File: config.mk
export PLATFORM = sky130hd
export DESIGN_NAME = spi_sclk_divider
export DESIGN_NICKNAME = d
export VERILOG_FILES = /design/src/rtl/sclk_div_pkg.sv /design/src/rtl/sclk_ratio_decode.sv /design/src/rtl/sclk_half_counter.sv /design/src/rtl/sclk_edge_gen.sv /design/src/rtl/spi_sclk_divider.sv
export SDC_FILE = /design/constraint.sdc
export NUM_CORES = 1
export LEC_CHECK = 0
export ABC_CLOCK_PERIOD_IN_PS = 7160
export CELL_PAD_IN_SITES_DETAIL_PLACEMENT = 1
export CELL_PAD_IN_SITES_GLOBAL_PLACEMENT = 2
export CORE_MARGIN = 1
export CORE_UTILIZATION = 41
export CTS_BUF_LIST = sky130_fd_sc_hd__clkbuf_4 sky130_fd_sc_hd__clkbuf_8
export DETAILED_ROUTE_END_ITERATION = 10
export PLACE_DENSITY = 0.91
export RECOVER_POWER = 25
export SETUP_SLACK_MARGIN = 0.15
export SLEW_MARGIN = 20
export SYNTH_ARGS = -nofsm -noshare
export SYNTH_HDL_FRONTEND = slang
export SYNTH_SLANG_ARGS = --single-unit
File: constraint.sdc
create_clock -name clk -period 7.16 [get_ports clk]
set_clock_uncertainty 0.05 [all_clocks]
set_input_delay 1.074 -clock clk [delete_from_list [all_inputs] [get_ports clk]]
set_output_delay 1.074 -clock clk [all_outputs]
set_load 0.02 [all_outputs]
File: src/rtl/sclk_div_pkg.sv
package sclk_div_pkg;

  typedef enum logic {
    GRAN_POW2   = 1'b0,
    GRAN_LINEAR = 1'b1
  } gran_mode_e;

  function automatic int max_int(input int a, input int b);
    return (a > b) ? a : b;
  endfunction

endpackage

File: src/rtl/sclk_ratio_decode.sv
module sclk_ratio_decode
  import sclk_div_pkg::*;
#(
  parameter int DIV_W = 4,
  parameter int EXT_W = 8,
  parameter int CNT_W = 16
) (
  input  logic             fine_gran,
  input  logic [DIV_W-1:0] div_code,
  input  logic [EXT_W-1:0] ext_code,
  output logic [CNT_W-1:0] half_cnt
);

  localparam int LIN_W = DIV_W + EXT_W;

  logic [LIN_W-1:0] lin_val;
  logic [CNT_W-1:0] pow_val;
  logic [CNT_W-1:0] lin_ext;

  assign lin_val = {ext_code, div_code};
  assign pow_val = CNT_W'(1) << div_code;

  generate
    if (CNT_W > LIN_W) begin : g_pad
      assign lin_ext = {{(CNT_W-LIN_W){1'b0}}, lin_val};
    end else begin : g_direct
      assign lin_ext = lin_val[CNT_W-1:0];
    end
  endgenerate

  always_comb begin
    unique case (gran_mode_e'(fine_gran))
      GRAN_POW2:   half_cnt = pow_val;
      GRAN_LINEAR: half_cnt = (lin_val == '0) ? CNT_W'(1) : lin_ext;
      default:     half_cnt = CNT_W'(1);
    endcase
  end

  // the decoded half-period is never zero
  always_comb begin
    p_nonzero_half_r3: assert (half_cnt != '0);
  end

endmodule

File: src/rtl/sclk_half_counter.sv
module sclk_half_counter #(
  parameter int CNT_W = 16
) (
  input  logic             clk,
  input  logic             rst,
  input  logic             chan_en,
  input  logic [CNT_W-1:0] half_cnt,
  input  logic             period_end,
  output logic             wrap
);

  logic [CNT_W-1:0] cnt_q;
  logic [CNT_W-1:0] lim_q;

  assign wrap = chan_en && (cnt_q == lim_q - CNT_W'(1));

  always_ff @(posedge clk) begin
    if (rst || !chan_en) begin
      cnt_q <= '0;
      lim_q <= half_cnt;
    end else if (wrap) begin
      cnt_q <= '0;
      if (period_end) lim_q <= half_cnt;
    end else begin
      cnt_q <= cnt_q + CNT_W'(1);
    end
  end

  p_cnt_bound_r1: assert property (@(posedge clk) disable iff (rst)
    chan_en |-> (cnt_q < lim_q));

  p_hold_zero_r8: assert property (@(posedge clk) disable iff (rst)
    $past(!chan_en) |-> (cnt_q == '0));

  p_lim_stable_r7: assert property (@(posedge clk) disable iff (rst)
    ($past(chan_en) && !$past(period_end)) |-> (lim_q == $past(lim_q)));

endmodule

File: src/rtl/sclk_edge_gen.sv
module sclk_edge_gen (
  input  logic clk,
  input  logic rst,
  input  logic chan_en,
  input  logic cpol,
  input  logic cpha,
  input  logic wrap,
  output logic period_end,
  output logic sclk,
  output logic lead_stb,
  output logic trail_stb,
  output logic sample_stb,
  output logic shift_stb
);

  logic lvl_q;

  assign period_end = wrap && lvl_q;

  always_ff @(posedge clk) begin
    if (rst || !chan_en) begin
      lvl_q      <= 1'b0;
      sclk       <= cpol;
      lead_stb   <= 1'b0;
      trail_stb  <= 1'b0;
      sample_stb <= 1'b0;
      shift_stb  <= 1'b0;
    end else begin
      lead_stb   <= wrap && !lvl_q;
      trail_stb  <= wrap && lvl_q;
      sample_stb <= wrap && (lvl_q == cpha);
      shift_stb  <= wrap && (lvl_q != cpha);
      if (wrap) lvl_q <= ~lvl_q;
      sclk <= cpol ^ (wrap ? ~lvl_q : lvl_q);
    end
  end

  p_strobe_excl_r5: assert property (@(posedge clk) disable iff (rst)
    $onehot0({lead_stb, trail_stb}));

  p_lead_level_r4: assert property (@(posedge clk) disable iff (rst)
    lead_stb |-> lvl_q);

  p_trail_level_r4: assert property (@(posedge clk) disable iff (rst)
    trail_stb |-> !lvl_q);

  p_idle_r8: assert property (@(posedge clk) disable iff (rst)
    $past(!chan_en) |-> ((sclk == $past(cpol)) && !lead_stb && !trail_stb));

  p_phase_roles_r6: assert property (@(posedge clk) disable iff (rst)
    (sample_stb || shift_stb) |-> (lead_stb || trail_stb));

endmodule

File: src/rtl/spi_sclk_divider.sv
module spi_sclk_divider
  import sclk_div_pkg::*;
#(
  parameter int DIV_W = 4,
  parameter int EXT_W = 8
) (
  input  logic             clk,
  input  logic             rst,
  input  logic             chan_en,
  input  logic             fine_gran,
  input  logic [DIV_W-1:0] div_code,
  input  logic [EXT_W-1:0] ext_code,
  input  logic             cpol,
  input  logic             cpha,
  output logic             sclk,
  output logic             lead_stb,
  output logic             trail_stb,
  output logic             sample_stb,
  output logic             shift_stb
);

  // Wide enough for 2^(2^DIV_W - 1) and for the linear divisor
  localparam int CNT_W = max_int(1 << DIV_W, DIV_W + EXT_W);

  logic [CNT_W-1:0] half_cnt;
  logic             wrap;
  logic             period_end;

  sclk_ratio_decode #(
    .DIV_W (DIV_W),
    .EXT_W (EXT_W),
    .CNT_W (CNT_W)
  ) u_decode (
    .fine_gran (fine_gran),
    .div_code  (div_code),
    .ext_code  (ext_code),
    .half_cnt  (half_cnt)
  );

  sclk_half_counter #(
    .CNT_W (CNT_W)
  ) u_count (
    .clk        (clk),
    .rst        (rst),
    .chan_en    (chan_en),
    .half_cnt   (half_cnt),
    .period_end (period_end),
    .wrap       (wrap)
  );

  sclk_edge_gen u_edges (
    .clk        (clk),
    .rst        (rst),
    .chan_en    (chan_en),
    .cpol       (cpol),
    .cpha       (cpha),
    .wrap       (wrap),
    .period_end (period_end),
    .sclk       (sclk),
    .lead_stb   (lead_stb),
    .trail_stb  (trail_stb),
    .sample_stb (sample_stb),
    .shift_stb  (shift_stb)
  );

endmodule

* Yosys cells after proc, flatten, opt, wreduce, memory -nomap -nowiden
Cells that the tools add are included.
** Operators by class
- $add $sub $neg :: 2
- $mul :: 0
- Div/mod/pow operators :: 0
- $lt $le $gt $ge :: 0
- Equality and inequality tests :: 3
- Shifts and indexed selects :: 1
- Mux-type cells :: 7
- Bitwise operators :: 3
- Reduce and logical (&&, ||, !) cells :: 13
** Operators with widths (count)
- $mux 16 :: 3
- $pmux 16 s2 :: 1
- $add 16x1->16 const B :: 1
- $eq 16x16->1 :: 1
- $shl 1x4->16 const A :: 1
- $sub 16x1->16 const B :: 1
- $logic_not 12->1 :: 1
- $mux 12 :: 1
- $logic_and 1x1->1 :: 5
- $reduce_bool 2->1 :: 2
- $logic_not 1->1 :: 2
- $mux 1 :: 2
- $not 1->1 :: 2
- $reduce_and 2->1 :: 1
- $reduce_or 2->1 :: 1
- $eq 1x1->1 :: 1
- $logic_or 1x1->1 :: 1
- $ne 1x1->1 :: 1
- $xor 1x1->1 :: 1
** Word-level totals
- Bits in registers :: 38
- Latch bits :: 0
- Bits in writable memories :: 0
- Memory bits (read-only) :: 0
- Input port bits :: 18
- Output and inout bits :: 5
- Word-level logic and storage cells :: 37
- Memories :: 0

* Logic depth before layout (Yosys ltp)
Gate-level depths: netlist of the first run.
- Depth in word-level cells :: 7
- Mapped depth :: 12
- Gate-level depth less buffers :: 11

* Hierarchy
A second synthesis of the first run with hierarchy kept.
** Second synthesis, totals
- Cell total of the unflattened synthesis :: 245
- Area total of the unflattened synthesis :: 2237.1 um2
** Modules (own cells, without submodules)
- sclk_half_counter :: instances 1, cells an instance 187, area an instance 1766.7 um2, sequential area each 800.8 um2
- sclk_ratio_decode :: instances 1, cells an instance 41, area an instance 247.7 um2, sequential area each 0.0 um2
- sclk_edge_gen :: instances 1, cells an instance 17, area an instance 222.7 um2, sequential area each 120.1 um2

* Worst setup path before layout of the first run
No wires, ideal clock.
- Kind :: reg2reg
- Start point :: reg u_count.lim_q[0]
- End point :: reg u_count.lim_q[0], enable pin
- Setup time :: 339 ps
- Arrival time :: 2432 ps
- Path slack :: 4339 ps
- Stages on the path, launching flop included :: 11
- Buffers on the path :: 0
- Clock period less this slack :: 2821 ps
- Cells stage by stage :: edfxtp_1 inv_1 ha_1 nor3b_2 nand2_1 or4_1 a21oi_1 nand4_1 nor2b_1 ha_1 a31o_2
** On the way
- Longest elaborated chain between the ends :: 6
** Ends and longest elaborated chain
- start: declaration :: RTL line sclk_half_counter.sv:13 : logic [CNT_W-1:0] lim_q;
- start signal: assignment :: RTL line sclk_half_counter.sv:20 : lim_q <= half_cnt;
- start signal: assignment :: RTL line sclk_half_counter.sv:23 : if (period_end) lim_q <= half_cnt;
- $sub 16x1->16 :: RTL line sclk_half_counter.sv:15 : assign wrap = chan_en && (cnt_q == lim_q - CNT_W'(1));
- $eq 16x16->1 :: RTL line sclk_half_counter.sv:15
- $logic_and 1x1->1 :: RTL line sclk_half_counter.sv:15
- $logic_and 1x1->1 :: RTL line sclk_edge_gen.sv:18 : assign period_end = wrap && lvl_q;
- net period_end :: RTL line spi_sclk_divider.sv:27 : logic period_end;
- $reduce_bool 2->1 (no line)
- $reduce_and 2->1 (no line)
The timed path passes the listed nets, and every way through them passes these cells.
A chain may end at the register's enable or synchronous reset.

* Final worst setup path of the first run
- Start point :: reg u_count.lim_q[0]
- End point :: reg u_count.lim_q[2], enable pin
** On the way
- Longest elaborated chain between the ends :: 6
** Ends and longest elaborated chain (RTL line)
- $sub 16x1->16 * :: sclk_half_counter.sv:15
- $eq 16x16->1 * :: sclk_half_counter.sv:15
- $logic_and 1x1->1 * :: sclk_half_counter.sv:15
- $logic_and 1x1->1 :: sclk_edge_gen.sv:18
- $reduce_bool 2->1 (no line)
- $reduce_and 2->1 (no line) *
Every way passes the cells marked *; elsewhere a longest branch is shown, timed or not.

==> results of run 1 <==
## worst paths after layout
kind / from / slack, ps / to / cells past startpoint
worst min register to register: u_count.cnt_q[0] / 470 / u_count.cnt_q[0] / 1
worst max register to register: u_count.lim_q[0] / 3600 / u_count.lim_q[2] / 8
worst min-delay path: u_count.cnt_q[0] / 470 / u_count.cnt_q[0] / 1
worst max-delay path: u_count.lim_q[0] / 3600 / u_count.lim_q[2] / 8
## layer usage
layer | share of wire, % | vias up
li1 | - | 879
met1 | 45 | 863
met2 | 51 | 30
met3 | 2.4 | 4
met4 | 1.2 | 0
met5 | 0 | -
## placed cells by master (no fill, tap or decap), types with 5 or more instances in the layout
cell                              netlist  routed
sky130_fd_sc_hd__xnor2_1               23      23
sky130_fd_sc_hd__dfxtp_1               22      22
sky130_fd_sc_hd__nand2_1               21      21
sky130_fd_sc_hd__clkdlybuf4s50_1        0      16
sky130_fd_sc_hd__edfxtp_1              16      16
sky130_fd_sc_hd__nor2_1                11      11
sky130_fd_sc_hd__xor2_1                11      11
sky130_fd_sc_hd__o31ai_1                9       9
sky130_fd_sc_hd__nor3_1                 8       7
sky130_fd_sc_hd__a211oi_2               7       7
sky130_fd_sc_hd__nand3_1                6       6
sky130_fd_sc_hd__a211oi_1               6       6
sky130_fd_sc_hd__clkbuf_8               0       6
sky130_fd_sc_hd__dlygate4sd3_1          0       6
sky130_fd_sc_hd__nand2b_1               5       5
sky130_fd_sc_hd__or4_1                  5       5
## report_power, final
| part | switching [W] | internal [W] |
|---|---|---|
| combinational | 0.0000343 | 0.0000306 |
| sequential | 0.0000156 | 0.000236 |
| clock | 0.0000735 | 0.000149 |
## cell type report
cell class              count  area, µm²  area share [%]
multi-input cells         173       1270            47.6
flip-flops and latches     38        921            34.6
repair buffers             23        228            8.56
well taps                  70       87.6            3.29
clock buffers               6       82.6            3.10
clock inverters             2       60.1            2.26
inverters                   4       15.0           0.564
## critical path, delay by kind of cell, from the launching register on
kind                     cells  cell delay (ps)
adder cells (fa/ha/maj)      1              170
AND/OR/NAND/NOR              4             1730
flip-flops                   1              460
buffers and inverters        1               90
AO/OA/AOI/OAI                2              700
## kinds of logic after synthesis
| family | Yosys count | share of synthesized area, % |
|---|---|---|
| muxes | 2 | 0.938 |
| AOI/OAI and AO/OA | 45 | 16.1 |
| and+or+nand+nor | 88 | 23.3 |
| buffers and inverters | 16 | 3.75 |
| adders and majority gates | 4 | 2.21 |
| DFF | 38 | 40.6 |
| xor gates and xnor gates | 34 | 13.1 |
## registers in the layout, summed over array words and instances, names as in the netlist
register,flops
u_count.cnt_q,16
u_edges.shift_stb,1
u_edges.lvl_q,1
u_edges.sample_stb,1
u_edges.trail_stb,1
u_count.lim_q,16
u_edges.sclk,1
u_edges.lead_stb,1
## stage by stage
stage	setup WS [ps]	instance area (µm²)	total power, W
CTS	3580	2660	0.000545
finish	3600	2660	0.000539
detailed placement	3600	2520	0.000321
global placement	3680	2520	0.000320
global route	3370	2660	0.000561
floorplan	4340	2270	0.000297
==> summary by stage, run 1 <==
Outcome
The flow ran to the end, and the final reports show no timing, DRC or antenna violations.

Routing
In this run the remaining antenna-violating nets after routing total 0. The pre-antenna-repair detailed-routing pass consisted of 4 iterations. Dividing the detail-routed wire length by the instance count gives 16.7 µm. After detailed routing, the number of remaining DRC violations is 0.

The final layout contains routed wiring with a total length of 5280 µm. Summing over every cut layer, the via total after detailed routing is 1776. The violation count after the first detailed-routing iteration is 60. In the routed layout, each cell is associated on average with a via count of 5.62.

Logic synthesis
Yosys mapped the design onto 49 distinct sky130hd cell types. sky130_fd_sc_hd__xnor2_1 is the most common cell in the netlist. Sorting the synthesized cells by how often they occur yields sky130_fd_sc_hd__xnor2_1, sky130_fd_sc_hd__dfxtp_1, sky130_fd_sc_hd__nand2_1, sky130_fd_sc_hd__edfxtp_1.

The primary flip-flop cell chosen by synthesis mapping is sky130_fd_sc_hd__dfxtp_1. During synthesis, Yosys emitted a total of 0 warnings. The biggest area contributor in the post-synthesis netlist is sky130_fd_sc_hd__edfxtp_1.

Synthesis handed over a netlist of 227 instances. The number of register bits inferred by synthesis is 38. The fraction of registers with async set or reset after synthesis is 0%. After synthesis the cells add up to 2270 µm². The number of enable flip-flop cells after synthesis is 16. Sequential elements use 40.6% of the synthesized area. The total nets after synthesis is 249. The share of the synthesized area in the top cell type is 21.2%. After synthesis, the cell types taking the most area are sky130_fd_sc_hd__edfxtp_1, sky130_fd_sc_hd__dfxtp_1, sky130_fd_sc_hd__xnor2_1. The average cell area after synthesis is 9.99 µm².

Setup path
The critical path data arrival time is 3450 ps. STA puts the critical path data required time at 7050 ps. On the worst path, the slowest cell contributes a delay of 800 ps. The largest fanout on the critical path is 18. The startpoint type of the worst setup path is a register.

The cell with the largest stage delay on the worst path is sky130_fd_sc_hd__and4_1. Traced cell by cell, the critical path runs through inv_1 > ha_1 > nor3b_2 > nand2_1 > or4_1 > a21oi_1 > and4_1 > a31o_2. The critical path in this run is classified as reg2reg. The sort of element at the end of the critical path is a register.

CTS
The TritonCTS clock tree is yes. The tree built by TritonCTS fans out to 38 sinks. The number of buffers inserted during clock tree synthesis is 5.

The post-CTS clock slew at the launch and capture registers of the worst setup and hold paths is 70 ps. The CTS H-tree depth is 2. The count of cells resized by post-cts repair is 0. The total of hold buffers inserted after clock tree synthesis is 0. Buffers added to address setup during post-CTS repair amount to 0.

In this run the clock root is driven by a sky130_fd_sc_hd__clkbuf_8. The clock passes through at most 2 buffers. The later-pin clock latency in the skew report is 290 ps.

STA
The setup violation total in the final timing report is 0. The number of hold-slack violations in the final timing report is 0. The fmax is 281 MHz.

The final hold slack is 469 ps. Headroom to the max-slew limit came out at 42.0%. The max-slew violation total from the final report is 0. For the final routed database, the setup TNS stands at 0 ps.

For the finished layout, the period the worst path requires is 3560 ps. Setup repair after global routing left no endpoint under its margin. For the pin with the worst max-slew slack, the measured transition is 870 ps. After layout, the worst path uses 49.7% of the clock period.

Finish
The final design utilization is 51.1%. The number of nets in the finished design is 267. The proportion of layout cells with a drive suffix above 1 is 11.4%. The area growth from synthesis to final layout is 17.3%. The number of filler cells placed in the layout is 596. After the flow finishes, the layout carries non-filler instances totaling 316. The repair_antennas step left the layout with diodes totalling 0.

GRT
The routing usage on met3 is 5.03%. Entering global routing, the biggest net connects 29 pins. Summed over all layers, the global routing overflow is 0. The number of antenna violations at the first check in global routing is 0. The global-route met2 utilization is 33.9%. The wire length of the first global-routing pass is 8890 µm. The met1 capacity usage during global routing is 23.5%.

The number of global-route vias before repair is 1767. The layer with the highest usage is met2. Global routing consumed, over all layers together, 19.7% of the routing resources.

Job
The number of max-cap violations is 0.

Hold path
The path class of the tightest hold or removal check is reg2reg.

Placement
Detailed placement finished with a half-perimeter wire length of 3950 µm. The congestion estimate from routability-driven global placement came to 0.796. Once placement completed, the tool counted placed cells totaling 308. Buffers placed on the I/O ports in this run total 22.

Floorplan
In this run the vertical extent of the chip is 76.4 µm. The die area is 5830 µm². Measured along the x axis, the die boundary spans 76.4 µm.

During I/O placement, the number of pins put on the boundary was 23. The area of the core is 5200 µm². Once the floorplan was initialized, standard cells occupied 43.6% of the core.

The total number of placement rows is 26.

Power
Power spread over the standard cell area amounts to 202 nW/µm². Summed over all cells, the static leakage comes to 0.876 nW. VDD sags by at most 0.0000985 V.
Note: power is estimated with default switching activity, not from simulation.
==> inputs of run 2 (changes only) <==
--- a/config.mk
+++ b/config.mk
@@ -5,14 +5,14 @@
 export SDC_FILE = /design/constraint.sdc
 export NUM_CORES = 1
 export LEC_CHECK = 0
-export ABC_CLOCK_PERIOD_IN_PS = 7160
+export ABC_CLOCK_PERIOD_IN_PS = 3400
 export CELL_PAD_IN_SITES_DETAIL_PLACEMENT = 1
 export CELL_PAD_IN_SITES_GLOBAL_PLACEMENT = 2
 export CORE_MARGIN = 1
-export CORE_UTILIZATION = 41
+export CORE_UTILIZATION = 38
 export CTS_BUF_LIST = sky130_fd_sc_hd__clkbuf_4 sky130_fd_sc_hd__clkbuf_8
 export DETAILED_ROUTE_END_ITERATION = 10
-export PLACE_DENSITY = 0.91
+export PLACE_DENSITY = 0.85
 export RECOVER_POWER = 25
 export SETUP_SLACK_MARGIN = 0.15
 export SLEW_MARGIN = 20
==> constraint.sdc (replaced) <==
create_clock -name clk -period 3.4 [get_ports clk]
set_clock_uncertainty 0.05 [all_clocks]
set_input_delay 0.51 -clock clk [delete_from_list [all_inputs] [get_ports clk]]
set_output_delay 0.51 -clock clk [all_outputs]
set_load 0.02 [all_outputs]
==> summary by stage, run 2 (synthesis gave the netlist of run 1 again) <==
STA
The time the worst path needs with I/O delays and setup is 3030 ps (was 3560 ps). The setup violation total in the final timing report is 0 (unchanged). The fmax is 330 MHz (was 281 MHz). The final period utilization is 89.2% (was 49.7%). The number of hold-slack violations in the final timing report was 0 (unchanged). The max-slew violation total from the final report was 0 (unchanged). The slew at the pin closest to its max-slew limit came to 872 ps (was 870 ps). Setup repair after global routing missed its margin: no (unchanged).

The sum of negative setup slack is 0 ps (unchanged). The worst slew margin relative to its limit is 41.7% (was 42.0%).

Routing
The met2 layer wire length in the routed design came to 2510 µm (was 2700 µm). The total wirelength of the detailed-routed design is 5300 µm (was 5280 µm). The number of nets with antenna violations after detailed routing was 0 (unchanged). The detailed-route wire length on metal 1 is 2540 µm (was 2390 µm). The number of detailed-routing iterations run before antenna repair is 4 (unchanged). The highest metal layer with signal wires is met4 (unchanged). The violation count after the first detailed-routing iteration is 62 (was 60).

The mean number of vias per cell came to 5.53 (was 5.62). The detailed route wirelength on metal3 came to 154 µm (was 125 µm). The number of DRC violations after detailed routing is 0 (unchanged). The vias after detailed routing is 1775 (was 1776). The mean routed wirelength per cell is 16.5 µm (was 16.7 µm).

Hold path
The cell depth of the worst min-delay path came to 1 (unchanged). The worst min-delay path startpoint was u_count.cnt_q[0] (unchanged). The hold-critical path endpoint is u_count.cnt_q[0] (unchanged). The type of the most critical hold path was reg2reg (unchanged).

Finish
The number of nets in the finished design was 270 (was 267). The most frequent standard cell in the layout excluding fill and tap cells is sky130_fd_sc_hd__xnor2_1 (unchanged). The area growth from synthesis to final layout was 17.1% (was 17.3%). Registers with the most flip-flops: u_count.cnt_q x16, u_count.lim_q x16 (unchanged). Top library cells by usage in the layout, fill and taps aside: sky130_fd_sc_hd__xnor2_1, sky130_fd_sc_hd__dfxtp_1, sky130_fd_sc_hd__nand2_1 (unchanged).

The number of filler cells placed in the layout came to 634 (was 596). The final design utilization is 47.1% (was 51.1%). The antenna diode count is 0 (unchanged).

The proportion of layout cells with a drive suffix above 1 was 12.4% (was 11.4%).

CTS
The number of buffers between clock root and the deepest sink was 2 (unchanged). The number of buffers added for setup after CTS is 0 (unchanged). The CTS H-tree depth is 2 (unchanged). The cell at the root of the clock tree is sky130_fd_sc_hd__clkbuf_8 (unchanged).

The number of buffers inserted during clock tree synthesis is 5 (unchanged). The clock net sink count is 38 (unchanged). The later-pin clock latency in the skew report is 300 ps (was 290 ps). The TritonCTS clock tree is yes (unchanged).

The post-CTS clock slew at the launch and capture registers of the worst setup and hold paths is 70 ps (about the same).

Floorplan
The area of the core is 5640 µm² (was 5200 µm²). The initial core utilization is 40.2% (was 43.6%). The vertical die dimension is 79.3 µm (was 76.4 µm).

The die area is 6280 µm² (was 5830 µm²). The width of the chip is 79.3 µm (was 76.4 µm). The total number of placement rows is 27 (was 26). The count of boundary I/O pins is 23 (unchanged).

Power
The peak supply drop is 0.000140 V (was 0.0000985 V). The power per cell area is 369 nW/µm² (was 202 nW/µm²). The cell leakage power came to 0.868 nW (was 0.876 nW).

Setup path
The sort of element at the end of the critical path was a register (unchanged). The endpoint of the lowest-slack register-to-register path is u_count.lim_q[0] (was u_count.lim_q[2]). The worst-case reg-to-reg path depth was 10 (was 8). The critical path class was reg2reg (unchanged). The worst path required time is 3350 ps (was 7050 ps). The delay of the slowest cell on the worst path was 470 ps (was 800 ps). The reg-to-reg setup timing slack is 370 ps (was 3600 ps).

Cell-by-cell listing of the critical path: inv_1 > ha_1 > nor3b_4 > nand2_1 > or4_1 > a21oi_1 > nand4_1 > nor2b_1 > ha_2 > a31o_4 (was inv_1 > ha_1 > nor3b_2 > nand2_1 > or4_1 > a21oi_1 > and4_1 > a31o_2). The startpoint type of the worst setup path is a register (unchanged). The cell with the largest stage delay on the worst path is sky130_fd_sc_hd__edfxtp_1 (was sky130_fd_sc_hd__and4_1).

The critical path data arrival time is 2980 ps (was 3450 ps). The reg-to-reg critical path startpoint is u_count.lim_q[0] (unchanged). The largest fanout on the critical path was 8 (was 18).

Outcome
Status: finished, final reports clean (unchanged).

Placement
The count of input and output buffers is 22 (unchanged). The routability-driven placement congestion ratio is 0.833 (was 0.796). The placed wire-length estimate after detailed placement is 3870 µm (was 3950 µm).

GRT
The number of antenna violations at the first check in global routing was 0 (unchanged). The residual overflow from global routing is 0 (unchanged). The number of global-route vias before repair is 1738 (was 1767). The wire length of the first global-routing pass is 8610 µm (was 8890 µm). The maximum number of pins on one net before global-route repair came to 29 (unchanged). The overall fraction of global-route tracks in use was 18.1% (was 19.7%).

Job
The number of max-cap violations is 0 (unchanged).
## run 2: cell count changes in the layout (fill, tap and decap cells not counted), sizes merged
cell    delta
buf        +2
bufinv     -2
clkinv     +2
a31o       +1
## run 2: area by class of cell
cell class / instances / area, µm² / share of cell area [%]
clock inverters: 2 / 8.76 / 0.330
flip-flops and latches: 38 / 921 / 34.7
repair buffers: 25 / 243 / 9.14
multi-input cells: 174 / 1300 / 49.0
clock buffers: 6 / 76.3 / 2.87
inverters: 4 / 15.0 / 0.565
well taps: 72 / 90.1 / 3.39
## run 2: report_power, final
part	total (W)	switching (W)	internal, W
logic	0.000144	0.0000749	0.0000687
clock network	0.000306	0.000157	0.000149
registers	0.000530	0.0000322	0.000497
## run 2: through the flow
stage          setup slack, ps  hold slack [ps]  instance area (µm²)  std cells  power (W)
2_1_floorplan              579              414                 2270        227   0.000625
3_3_place_gp               341              464                 2540        312   0.000674
3_5_place_dp               178              461                 2540        312   0.000678
4_1_cts                    172              473                 2620        320   0.000984
5_1_grt                    171              511                 2660        321    0.00102
6_report                   368              471                 2660        321   0.000979
## run 2: critical path, delay by kind of cell, from the launching register on
kind / cells / cell delay, ps
and+or+nand+nor: 5 / 1200
AOI/OAI and AO/OA: 2 / 440
buffers and inverters: 1 / 100
adders and majority gates: 2 / 460
DFF: 1 / 470
## run 2: metal layers
layer | up-vias | track usage [%]
li1 | 889 | -
met1 | 843 | 22.2
met2 | 33 | 31.1
met3 | 10 | 3.45
met4 | 0 | 6.55
met5 | - | 0
## run 2: worst max-delay path by stage
stage,start,endpoint,slack (ps),depth (start not counted)
6_report,u_count.lim_q[0],u_count.lim_q[0],370,10
5_1_grt,u_count.lim_q[0],u_count.lim_q[0],170,10
4_1_cts,u_count.lim_q[0],u_count.lim_q[0],170,10
3_5_place_dp,u_count.lim_q[0],u_count.lim_q[2],180,10
3_3_place_gp,u_count.lim_q[0],u_count.lim_q[0],340,10
2_1_floorplan,u_count.lim_q[0],u_count.lim_q[0],580,10
## run 2: repair_timing
item	4_1_cts	5_1_grt
hold buffers	0	0
resized for setup	0	4
setup endpoints to repair	0	16
==> inputs of run 3 (changes only) <==
--- a/config.mk
+++ b/config.mk
@@ -15,7 +15,6 @@
 export PLACE_DENSITY = 0.85
 export RECOVER_POWER = 25
 export SETUP_SLACK_MARGIN = 0.15
-export SLEW_MARGIN = 20
 export SYNTH_ARGS = -nofsm -noshare
 export SYNTH_HDL_FRONTEND = slang
 export SYNTH_SLANG_ARGS = --single-unit
==> results of run 3 <==
Same layout as run 2: the final DEF is identical, and so are final timing and power.
